===== src/rtl/gpio_evt_pkg.sv =====
package gpio_evt_pkg;
    localparam int NUM_PINS = 16;
    localparam int BYTE_W   = 8;
    localparam int LANES    = 3;
    localparam int OFS_W    = 8;
    localparam int BANK_W   = LANES * BYTE_W;
    localparam logic [OFS_W-1:0] DATA_BASE = 8'h78;
    localparam logic [OFS_W-1:0] EN_BASE   = 8'h7C;

    typedef struct packed {
        logic [BANK_W-1:0] data;
        logic [BANK_W-1:0] en;
    } bank_t;

    typedef struct packed {
        logic [NUM_PINS-1:0] lvl;
        logic [NUM_PINS-1:0] stb;
    } trk_t;
endpackage


===== src/rtl/gpio_evt_regfile.sv =====
module gpio_evt_regfile
    import gpio_evt_pkg::*;
(
    input  logic                clk,
    input  logic                rst_n,
    input  logic                wr_en,
    input  logic [OFS_W-1:0]    offset,
    input  logic [BYTE_W-1:0]   wdata,
    output logic [BYTE_W-1:0]   rdata,
    output logic [NUM_PINS-1:0] data_nxt,
    output logic [NUM_PINS-1:0] en_nxt,
    output logic [NUM_PINS-1:0] data_cur,
    output logic [NUM_PINS-1:0] en_cur
);
    bank_t bank_d, bank_q;
    logic [LANES-1:0] data_hit;
    logic [LANES-1:0] en_hit;

    // Per-lane address decode
    for (genvar k = 0; k < LANES; k++) begin : g_lane
        assign data_hit[k] = (offset == DATA_BASE + OFS_W'(k));
        assign en_hit[k]   = (offset == EN_BASE + OFS_W'(k));
    end

    always_comb begin
        bank_d = bank_q;
        rdata  = '0;
        for (int k = 0; k < LANES; k++) begin
            if (wr_en && data_hit[k]) bank_d.data[k*BYTE_W +: BYTE_W] = wdata;
            if (wr_en && en_hit[k])   bank_d.en[k*BYTE_W +: BYTE_W]   = wdata;
            if (data_hit[k]) rdata = bank_q.data[k*BYTE_W +: BYTE_W];
            if (en_hit[k])   rdata = bank_q.en[k*BYTE_W +: BYTE_W];
        end
    end

    always_ff @(posedge clk or negedge rst_n) begin
        if (!rst_n) bank_q <= '0;
        else        bank_q <= bank_d;
    end

    assign data_nxt = bank_d.data[NUM_PINS-1:0];
    assign en_nxt   = bank_d.en[NUM_PINS-1:0];
    assign data_cur = bank_q.data[NUM_PINS-1:0];
    assign en_cur   = bank_q.en[NUM_PINS-1:0];

    AST_DATA_LANE0_STORED: assert property (@(posedge clk) disable iff (!rst_n)
        (wr_en && offset == DATA_BASE) |=> (rdata == $past(wdata) || offset != DATA_BASE));
    AST_UNMAPPED_KEEPS_BANK: assert property (@(posedge clk) disable iff (!rst_n)
        (wr_en && data_hit == '0 && en_hit == '0) |=> ($stable(data_cur) && $stable(en_cur)));
endmodule


===== src/rtl/gpio_evt_tracker.sv =====
module gpio_evt_tracker
    import gpio_evt_pkg::*;
(
    input  logic                clk,
    input  logic                rst_n,
    input  logic [NUM_PINS-1:0] data_nxt,
    input  logic [NUM_PINS-1:0] en_nxt,
    output logic [NUM_PINS-1:0] lvl_q,
    output logic [NUM_PINS-1:0] stb_q
);
    trk_t trk_d, trk_q;
    logic [NUM_PINS-1:0] eff;

    always_comb begin
        eff       = data_nxt & en_nxt;
        trk_d.lvl = eff;
        trk_d.stb = eff ^ trk_q.lvl;
    end

    always_ff @(posedge clk or negedge rst_n) begin
        if (!rst_n) trk_q <= '0;
        else        trk_q <= trk_d;
    end

    assign lvl_q = trk_q.lvl;
    assign stb_q = trk_q.stb;

    AST_STB_MARKS_CHANGE: assert property (@(posedge clk) disable iff (!rst_n)
        1'b1 |=> (stb_q == (lvl_q ^ $past(lvl_q))));
endmodule


===== src/rtl/gpio_out_events.sv =====
module gpio_out_events
    import gpio_evt_pkg::*;
(
    input  logic        clk,
    input  logic        rst_n,
    input  logic        wr_en,
    input  logic [7:0]  offset,
    input  logic [7:0]  wdata,
    output logic [7:0]  rdata,
    output logic [15:0] pin_out,
    output logic [15:0] chg_stb
);
    logic [NUM_PINS-1:0] data_nxt, en_nxt, data_cur, en_cur;

    gpio_evt_regfile u_regs (
        .clk      (clk),
        .rst_n    (rst_n),
        .wr_en    (wr_en),
        .offset   (offset),
        .wdata    (wdata),
        .rdata    (rdata),
        .data_nxt (data_nxt),
        .en_nxt   (en_nxt),
        .data_cur (data_cur),
        .en_cur   (en_cur)
    );

    gpio_evt_tracker u_trk (
        .clk      (clk),
        .rst_n    (rst_n),
        .data_nxt (data_nxt),
        .en_nxt   (en_nxt),
        .lvl_q    (pin_out),
        .stb_q    (chg_stb)
    );

    AST_PIN_GATED: assert property (@(posedge clk) disable iff (!rst_n)
        pin_out == (data_cur & en_cur));
    AST_IDLE_NO_STROBE: assert property (@(posedge clk) disable iff (!rst_n)
        !wr_en |=> (chg_stb == '0));
    AST_LANE2_NO_PIN: assert property (@(posedge clk) disable iff (!rst_n)
        (wr_en && (offset == DATA_BASE + 8'd2 || offset == EN_BASE + 8'd2)) |=> (chg_stb == '0));
endmodule


===== config.mk =====
export PLATFORM = sky130hd
export DESIGN_NAME = gpio_out_events
export DESIGN_NICKNAME = d
export VERILOG_FILES = /design/src/rtl/gpio_evt_pkg.sv /design/src/rtl/gpio_evt_regfile.sv /design/src/rtl/gpio_evt_tracker.sv /design/src/rtl/gpio_out_events.sv
export SDC_FILE = /design/constraint.sdc
export NUM_CORES = 1
export LEC_CHECK = 0
export BUFFER_PORTS_ARGS = -buffer_cell sky130_fd_sc_hd__buf_2
export CAP_MARGIN = 40
export CORE_ASPECT_RATIO = 1.4
export CORE_MARGIN = 1
export CORE_UTILIZATION = 30
export CTS_BUF_LIST = sky130_fd_sc_hd__clkbuf_4
export DETAILED_ROUTE_END_ITERATION = 10
export PLACE_DENSITY = 0.57
export SLEW_MARGIN = 20
export SYNTH_ARGS = -nofsm -noshare
export SYNTH_HDL_FRONTEND = slang
export SYNTH_SLANG_ARGS = --single-unit

===== constraint.sdc =====
create_clock -name clk -period 3.8 [get_ports clk]
set_input_delay 1.14 -clock clk [delete_from_list [all_inputs] [get_ports clk]]
set_output_delay 1.14 -clock clk [all_outputs]
set_load 0.02 [all_outputs]

---- Yosys cells after proc, flatten, opt, wreduce, memory -nomap -nowiden ----
Index checks and enable logic that the tools add are counted.
word-level totals
  register bits ........................... 80
  bits of input ports ..................... 19
  output and inout bits ................... 40
operators by class
  eq/ne operators ......................... 6
  mux-type cells .......................... 10
  bitwise logic cells ..................... 2
  reductions and logical operators ........ 6
operator list
  kind                count
  $mux 8              10
  $eq 8x7->1 const B  6
  $and 16x16->16      1
  $xor 16x16->16      1
  $logic_and 1x1->1   6

---- Longest topological paths before layout ----
  depth after elaboration ................. 7
  mapped depth ............................ 7
  depth with buffers taken out ............ 4

---- By module ----
Synthesis repeated with hierarchy kept, for this count alone.
unflattened totals
  cells, all modules ...................... 253
  area total of the unflattened synthesis .. 3801.1 um2
by module, submodules not included
  module            cells each  instances  area an instance (um2)
  gpio_evt_regfile  189         1          2600.0
  gpio_evt_tracker  64          1          1201.2

---- Worst setup path after synthesis ----
Ideal clock, no wire load.
  path type ............................... input -> output
  start ................................... input port offset[7]
  end ..................................... output port rdata[4]
  arrival time ............................ 2.435 ns
  stages .................................. 5
  data required time ...................... 2.660 ns
  buffers on the path ..................... 1
  path slack .............................. 0.225 ns
  cells stage by stage .................... nand4b_1 buf_2 nor3b_1 nand2_1 a31oi_1
on the way
  word-level cells in the longest chain between the ends .. 7
ends and longest elaborated chain
  what         line                    RTL
  from (decl)  gpio_out_events.sv:7    input logic [7:0] offset,
  $eq 8x7->1   gpio_evt_regfile.sv:21  assign data_hit[k] = (offset == DATA_BASE + OFS_W'(k));
  $mux 8       gpio_evt_regfile.sv:31  if (data_hit[k]) rdata = bank_q.data[k*BYTE_W +: BYTE_W];
  $mux 8       gpio_evt_regfile.sv:32  if (en_hit[k]) rdata = bank_q.en[k*BYTE_W +: BYTE_W];
  $mux 8       gpio_evt_regfile.sv:31
  $mux 8       gpio_evt_regfile.sv:32
  $mux 8       gpio_evt_regfile.sv:31
  $mux 8 *     gpio_evt_regfile.sv:32
  to (decl)    gpio_out_events.sv:9    output logic [7:0] rdata,
Mark *: on every way between the ends. The rest lies on a longest branch, timed or not.

---- Worst setup path after layout ----
  start ................................... input port offset[7]
  end ..................................... output port rdata[2]
Same word-level chain as after synthesis.

==> flow_summary.yaml <==
placed_design:
  gp_congestion: 0.839
  numPortBuffers: 58
  preCtsSetupSlack_ps: 113
  dp_hpwl_mm: 7.68
  dpl-instance-area_um2: 4660
detailed_routing:
  drc_errors: 0
  drt_iter0_drc: 184
  routedWlPerCell_um: 16.8
  firstDrtPassIters: 4
  routed_wl_mm: 10.2
  vias: 3138
  ant_nets: 0
  avgViaCountPerCell: 5.15
worst_hold_path:
  hold_start: "u_trk.lvl_q[12]"
  min_to: "u_trk.stb_q[12]"
  min_path_cells: 1
  hp-class: "reg -> reg"
setup_path:
  crit_start: "offset[7]"
  critPathMaxStageDelay_ps: 250
  rrSetupSlack_ps: 2510
  worst_r2r_path_depth: 4
  timing.rr.start: "u_regs.data_cur[13]"
  crit_path_end_kind: "output pin"
  cp_slowest_cell: "o32ai_1"
  arrival_ps: 2530
  cp_top_family: "buffers and inverters"
  r2r_end: "u_trk.stb_q[13]"
  critPathKind: "in -> out"
  cp.depth: 8
  startpoint_type: "input pin"
  critical_path.cell_chain: "buf_2 -> and4b_1 -> buf_4 -> buf_4 -> nand2_2 -> o32ai_1 -> o22ai_1 -> buf_2"
  critPathBufInv: 4
  path_max_fanout: 8
  required_ps: 2660
synth:
  synth_seq_cells: 80
  synthTopCellsByArea: "dfrtp_1 (49%), mux2_2 (16%), mux2i_1 (3.0%), nand2_1 (3.0%), xor2_1 (2.8%)"
  netlist_instances: 355
  yosysWarnings: 0
  avgSynthCellArea_um2: 11.4
  synthFlopType: "dfrtp_1"
  ys_seq_area_share_pct: 49.4
  synthArstFlopShare_pct: 100
  synth_edf_count: 0
  synth_top_area_cell: "dfrtp_1"
  synth_area_um2: 4050
  ys_types: 47
  yosysTopAreaCellShare_pct: 49.4
  syn_nets: 374
pwr:
  p_int_mw: 1.16
  leakage_nw: 2.37
  pwr-share-seq_pct: 57.7
  clockPowerShare_pct: 32.5
  p_sw_share_pct: 25.6
  cellPowerDensity_nw_per_um2: 325
  comb_power_share_pct: 9.8
  p_switching_uw: 400
  ir_drop_mv: 0.133
global_route:
  grt_util_all_layers_pct: 15.4
  grt_first_pass_wirelength_mm: 16.4
  overflow: 0
  antenna_found_initial: 1
  grt_pass1_vias: 3102
  grt_start_max_net_pins: 50
clock_network:
  postCtsSetupBuffers: 0
  cts_inserted_buffers: 9
  clkTransAtPathRegs_ps: 130
  clock_sinks: 80
  worstSkewPairLatency_ps: 440
  cts_tree: "built"
  cts_buffer_depth: 2
  clockRootBuffer: "clkbuf_4"
  hold_buffers: 0
  cts_max_level: 3
  cts-resized-gates: 0
sta:
  worstMarginPinSlew_ps: 518
  setup_tns_ps: 0
  maxSlewHeadroom_pct: 65.4
  timing.final.crit_share_pct: 96.5
  rsz0062_at_grt: "false"
  setup_viol: 0
  slew_viol_final: 0
  finalHoldViolCount: 0
  fin_skew_ps: 12.4
  period_needed_ps: 3670
  fmax_mhz: 273
  fin_ws_ps: 131
floorplanning:
  num_rows: 49
  ioPinCount: 59
  start_util_pct: 31.2
  dieArea_um2: 14000
  die_x_um: 100
  die_height_um: 140
  design.core.area_um2: 13000
finish:
  final_cell_mix: "dfrtp_1 (80), mux2_2 (56), buf_2 (56), nand2_1 (32), buf_4 (22)"
  post_route_cells_drive_above_1_share_pct: 38.8
  finalNetCount: 444
  fin_util_pct: 37.0
  syn2layout_area_growth_pct: 18.7
  final_common_cell: "dfrtp_1"
  design_area_um2: 4810
run_status:
  status: "finished clean"
flow_run:
  cap_viol_max_count: 0
worst max-delay path by stage:
stage          endpoint  slack (ps)
6_report       rdata[2]         130
5_1_grt        rdata[7]          60
4_1_cts        rdata[0]         100
3_5_place_dp   rdata[0]         110
3_3_place_gp   rdata[7]         140
2_1_floorplan  rdata[4]         230
worst reg2reg max path, cell delays in order (launching register included):
cell and delay (ps):
dfrtp_1 440, mux2_2 270, nand4_1 80, o21ai_0 180, xor2_1 200
flip-flops by register name, summed over array words and instances (netlist names):
name	flops
u_regs.bank_q	16
u_regs.data_cur	16
u_regs.en_cur	16
u_trk.lvl_q	16
u_trk.stb_q	16
final cells by class:
type	count	area, um^2
fill	1339	8190
tap	178	223
multi-input combinational	249	1930
clock inverter	4	45.0
clock buffer	12	90.1
sequential	80	2000
antenna	1	2.50
inverter	4	15.0
timing repair buffer	81	500
synthesized netlist by cell type (2+ instances only):
master and number:
a41oi_1 3, nor2_2 2, o21ai_1 3, and4b_1 5, mux2i_1 12, nor4_1 2, a2bb2oi_1 3, nand3_1 11
nand2_2 4, xor2_1 13, nor3b_1 2, buf_2 16, o211ai_1 8, nand2_1 32, nor3_1 11, nor2b_1 4
nor2_1 4, clkbuf_1 4, or3_1 8, a31oi_1 4, a21oi_1 11, nand4b_1 3, a32oi_1 2, a211o_1 3
mux2_2 56, o22ai_1 2, nand3b_1 3, o221a_2 2, a21o_1 2, inv_1 4, o21ai_0 8, dfrtp_1 80
nand4_1 10, nor3_4 3, o31a_1 3
per-layer routing:
metal	vias to the layer above	wire length, um	global-route usage (%)
li1	1466	-	-
met1	1542	4180	18.4
met2	103	5220	25.8
met3	27	506	2.96
met4	0	344	8.31
met5	-	0	0
through the flow:
step | power, mW | hold slack (ps) | cells
floorplan | 0.995 | 473 | 355
global placement | 1.06 | 440 | 591
detailed placement | 1.07 | 450 | 592
CTS | 1.58 | 461 | 608
global route | 1.64 | 467 | 609
finish | 1.56 | 458 | 609
power by group through the flow:
stage / Sequential [mW] / Combinational (mW) / Clock, mW
after CTS: 0.900 / 0.154 / 0.529
after detailed placement: 0.917 / 0.154 / 0
after floorplan: 0.913 / 0.0822 / 0
final: 0.901 / 0.154 / 0.508
after global routing: 0.905 / 0.168 / 0.571
after global placement: 0.916 / 0.147 / 0
logic make-up after synthesis:
logic type / share of synthesized area, %
simple gates: 16.1
mux: 18.5
flops: 49.4
xor+xnor: 2.81
buf+inv: 3.03
compound gates: 10.1
Note: power is estimated with default switching activity, not from simulation.
